$ cat config.mk
export PLATFORM = sky130hd
export DESIGN_NAME = seclock_regblock
export DESIGN_NICKNAME = d
export VERILOG_FILES = /design/src/rtl/seclock_pkg.sv /design/src/rtl/seclock_apb_dec.sv /design/src/rtl/seclock_lock_reg.sv /design/src/rtl/seclock_rdmux.sv /design/src/rtl/seclock_regblock.sv
export SDC_FILE = /design/constraint.sdc
export NUM_CORES = 1
export LEC_CHECK = 0
export BUFFER_PORTS_ARGS = -buffer_cell sky130_fd_sc_hd__buf_4
export CAP_MARGIN = 5
export CORE_MARGIN = 2
export CORE_UTILIZATION = 29
export DETAILED_ROUTE_END_ITERATION = 8
export GPL_TIMING_DRIVEN = 0
export PLACE_DENSITY = 0.75
export SLEW_MARGIN = 0
export SYNTH_ARGS = -nofsm -noshare
export SYNTH_HDL_FRONTEND = slang
export SYNTH_HIERARCHICAL = 1
export SYNTH_SLANG_ARGS = --single-unit
$ cat constraint.sdc
create_clock -name clk -period 2.1 [get_ports clk]
set_clock_uncertainty 0.05 [all_clocks]
set_input_delay 0 -clock clk [delete_from_list [all_inputs] [get_ports clk]]
set_output_delay 0 -clock clk [all_outputs]
set_load 0.03 [all_outputs]
$ cat src/rtl/seclock_pkg.sv
package seclock_pkg;

   typedef enum logic [1:0] {
      RGN_CTRL = 2'd0,
      RGN_IDENT = 2'd1,
      RGN_RSVD = 2'd2
   } region_e;

   localparam int unsigned IDENT_WORDS = 12;
   localparam int unsigned IDENT_IDX_W = 4;

   function automatic logic [7:0] ident_byte(input logic [IDENT_IDX_W-1:0] idx);
      logic [7:0] val;
      case (idx)
         4'd0:    val = 8'h04;
         4'd4:    val = 8'h59;
         4'd5:    val = 8'hB8;
         4'd6:    val = 8'h0B;
         4'd8:    val = 8'h0D;
         4'd9:    val = 8'hF0;
         4'd10:   val = 8'h05;
         4'd11:   val = 8'hB1;
         default: val = 8'h00;
      endcase
      return val;
   endfunction

endpackage

$ cat src/rtl/seclock_apb_dec.sv
module seclock_apb_dec
   import seclock_pkg::*;
#(
   parameter int unsigned ADDR_W = 12
) (
   input  logic                   psel,
   input  logic                   penable,
   input  logic                   pwrite,
   input  logic [ADDR_W-1:0]      paddr,
   output region_e                region,
   output logic [IDENT_IDX_W-1:0] ident_idx,
   output logic                   wr_ctrl
);
   localparam int unsigned WORD_W      = ADDR_W - 2;
   localparam int unsigned WORDS       = 2 ** WORD_W;
   localparam int unsigned IDENT_FIRST = WORDS - IDENT_WORDS;

   generate
      if (ADDR_W < 6) begin : g_bad_addr
         $error("seclock_apb_dec: ADDR_W must be at least 6");
      end
   endgenerate

   logic [WORD_W-1:0] word;
   logic              aligned;
   logic [WORD_W-1:0] ident_off;

   assign word      = paddr[ADDR_W-1:2];
   assign aligned   = (paddr[1:0] == 2'b00);
   assign ident_off = word - WORD_W'(IDENT_FIRST);
   assign ident_idx = ident_off[IDENT_IDX_W-1:0];

   always_comb begin
      if (!aligned)                             region = RGN_RSVD;
      else if (word == '0)                      region = RGN_CTRL;
      else if (word >= WORD_W'(IDENT_FIRST))    region = RGN_IDENT;
      else                                      region = RGN_RSVD;
   end

   assign wr_ctrl = psel && penable && pwrite && (region == RGN_CTRL);
endmodule

$ cat src/rtl/seclock_lock_reg.sv
module seclock_lock_reg #(
   parameter int unsigned NUM_LOCKS = 2
) (
   input  logic                 clk,
   input  logic                 rst_n,
   input  logic                 wr_ctrl,
   input  logic [NUM_LOCKS-1:0] set_bits,
   output logic [NUM_LOCKS-1:0] lock_q
);
   generate
      if (NUM_LOCKS < 1) begin : g_bad_locks
         $error("seclock_lock_reg: NUM_LOCKS must be at least 1");
      end
   endgenerate

   for (genvar i = 0; i < NUM_LOCKS; i++) begin : g_bit
      always_ff @(posedge clk or negedge rst_n) begin
         if (!rst_n)                      lock_q[i] <= 1'b0;
         else if (wr_ctrl && set_bits[i]) lock_q[i] <= 1'b1;
      end

      AST_LOCK_STICKY: assert property (@(posedge clk) disable iff (!rst_n)
         lock_q[i] |=> lock_q[i]);
      AST_SET_ON_WRITE: assert property (@(posedge clk) disable iff (!rst_n)
         (wr_ctrl && set_bits[i]) |=> lock_q[i]);
      AST_NO_SPURIOUS_SET: assert property (@(posedge clk) disable iff (!rst_n)
         (!lock_q[i] && !(wr_ctrl && set_bits[i])) |=> !lock_q[i]);
   end
endmodule

$ cat src/rtl/seclock_rdmux.sv
module seclock_rdmux
   import seclock_pkg::*;
#(
   parameter int unsigned DATA_W    = 32,
   parameter int unsigned NUM_LOCKS = 2
) (
   input  logic                   psel,
   input  region_e                region,
   input  logic [IDENT_IDX_W-1:0] ident_idx,
   input  logic [NUM_LOCKS-1:0]   lock_q,
   output logic [DATA_W-1:0]      rdata
);
   generate
      if (DATA_W < 8 || NUM_LOCKS > DATA_W) begin : g_bad_width
         $error("seclock_rdmux: DATA_W must hold a byte and all lock bits");
      end
   endgenerate

   always_comb begin
      rdata = '0;
      if (psel) begin
         case (region)
            RGN_CTRL:  rdata[NUM_LOCKS-1:0] = lock_q;
            RGN_IDENT: rdata[7:0] = ident_byte(ident_idx);
            default:   rdata = '0;
         endcase
      end
   end
endmodule

$ cat src/rtl/seclock_regblock.sv
module seclock_regblock
   import seclock_pkg::*;
#(
   parameter int unsigned ADDR_W    = 12,
   parameter int unsigned DATA_W    = 32,
   parameter int unsigned NUM_LOCKS = 2
) (
   input  logic              clk,
   input  logic              rst_n,
   input  logic              psel,
   input  logic              penable,
   input  logic              pwrite,
   input  logic [ADDR_W-1:0] paddr,
   input  logic [DATA_W-1:0] pwdata,
   output logic [DATA_W-1:0] prdata,
   output logic              pready,
   output logic              pslverr,
   output logic              lock_attr_o,
   output logic              lock_vec_o
);
   localparam int unsigned ATTR_BIT = 1;
   localparam int unsigned VEC_BIT  = 0;

   generate
      if (NUM_LOCKS != 2) begin : g_bad_count
         $error("seclock_regblock: exactly two lock outputs are wired");
      end
   endgenerate

   region_e                region;
   logic [IDENT_IDX_W-1:0] ident_idx;
   logic                   wr_ctrl;
   logic [NUM_LOCKS-1:0]   lock_q;
   logic                   unused_wdata;

   assign unused_wdata = ^pwdata[DATA_W-1:NUM_LOCKS];

   seclock_apb_dec #(.ADDR_W(ADDR_W)) u_dec (
      .psel(psel), .penable(penable), .pwrite(pwrite), .paddr(paddr),
      .region(region), .ident_idx(ident_idx), .wr_ctrl(wr_ctrl)
   );

   seclock_lock_reg #(.NUM_LOCKS(NUM_LOCKS)) u_locks (
      .clk(clk), .rst_n(rst_n), .wr_ctrl(wr_ctrl),
      .set_bits(pwdata[NUM_LOCKS-1:0]), .lock_q(lock_q)
   );

   seclock_rdmux #(.DATA_W(DATA_W), .NUM_LOCKS(NUM_LOCKS)) u_rd (
      .psel(psel), .region(region), .ident_idx(ident_idx),
      .lock_q(lock_q), .rdata(prdata)
   );

   assign pready      = 1'b1;
   assign pslverr     = 1'b0;
   assign lock_attr_o = lock_q[ATTR_BIT];
   assign lock_vec_o  = lock_q[VEC_BIT];

   AST_CTRL_RSVD_ZERO: assert property (@(posedge clk) disable iff (!rst_n)
      (psel && paddr == '0) |-> (prdata[DATA_W-1:NUM_LOCKS] == '0));
   AST_CTRL_READBACK: assert property (@(posedge clk) disable iff (!rst_n)
      (psel && paddr == '0) |-> (prdata[1:0] == {lock_attr_o, lock_vec_o}));
   AST_IDENT_UPPER_ZERO: assert property (@(posedge clk) disable iff (!rst_n)
      (psel && region == RGN_IDENT) |-> (prdata[DATA_W-1:8] == '0));
   AST_RSVD_READ_ZERO: assert property (@(posedge clk) disable iff (!rst_n)
      (psel && region == RGN_RSVD) |-> (prdata == '0));
endmodule

# == Word level (Yosys, flattened, before mapping) ==
# Memories as Yosys holds them, arrays and structs flattened.
# Index checks and enable logic that the tools add are counted.
# W data, S select, Z words.
# word_totals
inputBits,49
regBits,2
out_inout_bits,36
n_memories,1
mem_bits_ro,128
elab_cells,20
# mem_list
name,depth,word_bits,read_ports,rd_ports_with_merged_regs,write_ports,line_no,source
(no name shown),16,8,1,0,0,seclock_pkg.sv:14,case (idx)
# op_classes
n_reduce_logical,8
n_mux,6
magnitude_cmp,1
n_eq_ne,1
addsub,1
# op_table
operator,count
$ge A10 B10 Y1 const B,1
$logic_not A10 Y1,1
$mux W8,1
$mux W2,3
$mux W6,1
$logic_and A1 B1 Y1,5
$logic_not A2 Y1,2
$pmux W2 S2,1
$sub A4 B3 Y4 const B,1
$eq A2 B1 Y1 const B,1

# == Longest topological paths before layout ==
# logic_depth
word_depth,7
depth_mapped,9
ltp_nobuf,8

# == Modules after synthesis ==
# Netlist, hierarchy kept.
# by_module_without_submodules
mod,area_per_inst_um2,cells_per_inst,instances,seq_area_each_um2
seclock_rdmux,344.1,49,1,0.0
seclock_apb_dec,146.4,20,1,0.0
seclock_lock_reg,65.1,4,1,50.0
seclock_regblock,22.5,4,1,0.0

# == Worst setup path after synthesis ==
# Ideal clock, no wire load.
# synth_timing
path_kind,input to output
start,input port paddr[4]
end,output port prdata[2]
setup_slack_ns,-0.395
stages,8
path_buffers,0
required_ns,2.050
arrival_time_ns,2.445
path_cell_list,inv_1 ha_1 or4b_1 nor4_2 o21ai_0 nor2b_4 nand2_2 a2111oi_1
# synth_via
elab_chain_cells,7
word_cells_on_any_way,10
cone_classes,add/sub: 1; order compare: 1; eq/ne: 1; mux: 5; reduce/logical: 1; memory: 1
# synth_lines
item,line_no,source
start: declaration,seclock_regblock.sv:13,"input logic [ADDR_W-1:0] paddr,"
$ge A10 B10 Y1,seclock_apb_dec.sv:36,else if (word >= WORD_W'(IDENT_FIRST)) region = RGN_IDENT;
$mux W2,seclock_apb_dec.sv:36,
$mux W2 (*),seclock_apb_dec.sv:35,else if (word == '0) region = RGN_CTRL;
$mux W2 (*),seclock_apb_dec.sv:34,if (!aligned) region = RGN_RSVD;
named net region[1],seclock_regblock.sv:30,region_e region;
$eq A2 B1 Y1 (*),seclock_rdmux.sv:22,case (region)
$mux W6 (*),seclock_rdmux.sv:22,
$mux W8 (*),seclock_rdmux.sv:21,if (psel) begin
end: declaration,seclock_regblock.sv:15,"output logic [DATA_W-1:0] prdata,"
# The timed path passes the listed nets; every way through them passes the cells marked *.

# == Worst setup path in the final report ==
# layout_timing
start,input port paddr[4]
end,output port prdata[2]
# layout_via
word_cells_on_any_way,10
cone_classes,add/sub: 1; order compare: 1; eq/ne: 1; mux: 5; reduce/logical: 1; memory: 1
# layout_lines
item,line_no,source
$sub A4 B3 Y4,seclock_apb_dec.sv:30,assign ident_off = word - WORD_W'(IDENT_FIRST);
named net ident_idx[2],seclock_regblock.sv:31,logic [IDENT_IDX_W-1:0] ident_idx;
$mem_v2 Z16 W8,--,
$mux W6,seclock_rdmux.sv:22,
$mux W8,seclock_rdmux.sv:21,
# The timed path passes the listed nets, and every way through them passes these cells.

==> results_dict.tcl <==
set metrics [dict create \
    fin_crit_sh_pct 95.88 \
    worstHoldPathType "in -> async" \
    syn-instance-count 77 \
    rrSetupSlack_ns 1.39 \
    htreeDepth 1 \
    r2r_cells 1 \
    finalSetupViolCount 0 \
    finalPower_w 0.0002938 \
    cts_made_buffers 3 \
    die_w_um 48.65 \
    path_cells "buf_4 -> inv_4 -> ha_1 -> or4b_4 -> nor4_4 -> o21ai_2 -> nor2b_4 -> nand2_4 -> a2111oi_4 -> buf_4" \
    cpMostUsedCell "buf_4" \
    synth_largest_area_cell "buf_4" \
    yosys.area.top_type_share_pct 37.66 \
    ys_seq_area_share_pct 8.658 \
    cpMaxStageDelayCell "or4b_4" \
    fin_tns_setup_ns 0 \
    die_area_mm2 0.002366 \
    routed_wl_um 1418 \
    ys_top_cells_by_area "buf_4 38%, dfrtp_1 8.7%, ha_1 6.5%" \
    vias_per_cell 3.768 \
    reg_top3 "u_locks/lock_q: 2 flops" \
    design_area_mm2 0.001035 \
    top_register "u_locks/lock_q" \
    grt_usage_pct 11.85 \
    cts_tree "yes" \
    fmax_mhz 496.6 \
    floorplan.rows 16 \
    place_ws_ns -0.05700 \
    status "finished, final reports clean" \
    clk_pin_slew_ns 0.03 \
    grt_overflow 0 \
    grt_antenna_before_repair 0 \
    multi_input_area_um2 430.4 \
    grt_pass1_vias 546 \
    vdd_drop_max_uv 135.9 \
    synth.distinct_cells 29 \
    worst_ep_arrival_time_ns 1.96 \
    drive_gt1_share_pct 54.74 \
    crit_start "paddr[4]" \
    route.detailed.drc 0 \
    finalHoldViolations 0 \
    worstPathRequired_ns 2.05 \
    grt_pass1_wl_um 2277 \
    path_max_fanout 6 \
    clk_latency_ns 0.22 \
    worst_r2r_endpoint "u_locks/lock_q[1]$_DFFE_PN0P_" \
    fin_crit_ns 2.014 \
    p_per_area_mw_per_mm2 283.9 \
    slew_violations 0 \
    portBuffers 28 \
    fin_nets 191 \
    endpoint_kind "output port" \
    cts-root-buf "clkbuf_4" \
    maxCapViolCount 0 \
    die_h_um 48.65 \
    detail_route.wl_per_cell_um 8.646 \
    diodes 0 \
    grt_max_degree 8 \
    syn_area_um2 578.1 \
    hpwl_um 1161 \
    setup_ws_ns 0.08642 \
    num-fill-cells 183 \
    r2r-start "u_locks/lock_q[1]$_DFFE_PN0P_" \
    clk_path_buf_depth 2 \
    num_io_pins 85 \
    leakage_nw 0.6014 \
    synth-seq-cells 2 \
    post_dp_cell_area_um2 917.1 \
    core_mm2 0.001922 \
    vias 618 \
    syn_avg_cell_area_um2 7.507 \
    largest_reg_flops 2 \
    synthToLayoutAreaGrowth_pct 79.00 \
    crit_path_start_kind "primary input" \
    firstDrtPassIters 2 \
    numClockSinks 2 \
    critPathKind "in -> out" \
    initial_core_util_pct 30.08 \
    drtIter0Drc 2 \
    final_util_pct 53.84 \
    ys_warn_count 6 \
    max_stage_delay_ns 0.47 \
    gp_congestion 0.6925 \
    drtAntennaViolNets 0 \
    seqCellArea_um2 50.05 \
]
cells by family (layout without fill, tap and decap cells):
kind of cell / count (synthesis) / in the layout / share of synthesized area, %
AO/OA/AOI/OAI: 13 / 13 / 15.15
adder cells (fa/ha/maj): 3 / 3 / 6.494
buffers and inverters: 33 / 70 / 40.26
flip-flops: 2 / 2 / 8.658
other: 3 / 26 / 1.948
AND/OR/NAND/NOR: 23 / 23 / 27.49
per-stage QoR:
stage,instances,hold slack [ns]
finish,164,0.06052
global route,164,0.05913
CTS,161,0.03681
detailed placement,155,-0.2642
global placement,155,-0.2683
floorplan,100,-0.3456
critical path, delay by kind of cell:
family,cells,cell delay (ns)
AO/OA/AOI/OAI,2,0.37
AND/OR/NAND/NOR,4,1.06
adder cells (fa/ha/maj),1,0.14
buffers and inverters,3,0.41
report_power, final:
| part | total (W) | internal [W] | switching (W) | leakage (nW) |
|---|---|---|---|---|
| combinational | 0.000171 | 0.0000719 | 0.0000988 | 0.560 |
| sequential | 0.0000389 | 0.0000389 | 0.0000000433 | 0.0280 |
| clock | 0.0000841 | 0.0000629 | 0.0000212 | 0.0138 |
| total | 0.000294 | 0.000174 | 0.000120 | 0.601 |
synth_stat cells, drive strengths merged:
cell and count:
nand4b 1, or3 2, o21ai 2, a21oi 2
nand2 4, nand3 1, nand4 1, dfrtp 2
or4b 1, o21bai 1, a31oi 2, a21boi 1
a2111oi 1, nor2b 2, or3b 1, a211oi 2
conb 3, ha 3, and3 2, a21o 2
and2 1, buf 29, nor4 1, nand2b 4
nor2 1, and2b 1, inv 4
cells in the final DEF (no fill, tap or decap), drive strengths merged:
cell | netlist | routed
dfrtp | 2 | 2
and3 | 2 | 2
a21o | 2 | 2
clkbuf | 0 | 3
nand4 | 1 | 1
o21ai | 2 | 2
or3b | 1 | 1
nand4b | 1 | 1
a2111oi | 1 | 1
nor2 | 1 | 1
nand2b | 4 | 4
nor4 | 1 | 1
buf | 29 | 60
inv | 4 | 4
nor2b | 2 | 2
a31oi | 2 | 2
o21bai | 1 | 1
conb | 3 | 26
ha | 3 | 3
nand2 | 4 | 4
dlygate4sd3 | 0 | 3
and2b | 1 | 1
and2 | 1 | 1
or3 | 2 | 2
a21oi | 2 | 2
nand3 | 1 | 1
a21boi | 1 | 1
a211oi | 2 | 2
or4b | 1 | 1
metal layers:
layer,routed length (µm),up-vias,GRT usage [%]
li1,-,323,-
met1,499,268,12.26
met2,812,27,22.83
met3,107,0,1.852
met4,0,0,5.714
met5,0,-,0
layout make-up:
class | instances | area share [%]
buffer | 29 | 21.04
multi-input combinational | 65 | 41.60
sequential | 2 | 4.837
tap | 27 | 3.265
timing repair buffer | 34 | 25.39
inverter | 4 | 1.693
clock buffer | 3 | 2.177
worst max path at each step:
| stage | to | slack (ns) |
|---|---|---|
| after floorplan | prdata[6] | -0.01 |
| after global placement | prdata[2] | -0.03 |
| after detailed placement | prdata[2] | -0.06 |
| after CTS | prdata[2] | 0.008 |
| after global routing | prdata[2] | -0.02 |
| final | prdata[2] | 0.09 |
repair_timing:
item	CTS	global route
buffers inserted	0	3
endpoints found under the hold margin	4	0
gates resized for setup	2	8
pin swaps	0	2
hold buffers	3	0
endpoints found under the setup margin	1	3
No activity file was read; power rests on OpenSTA's default activity.
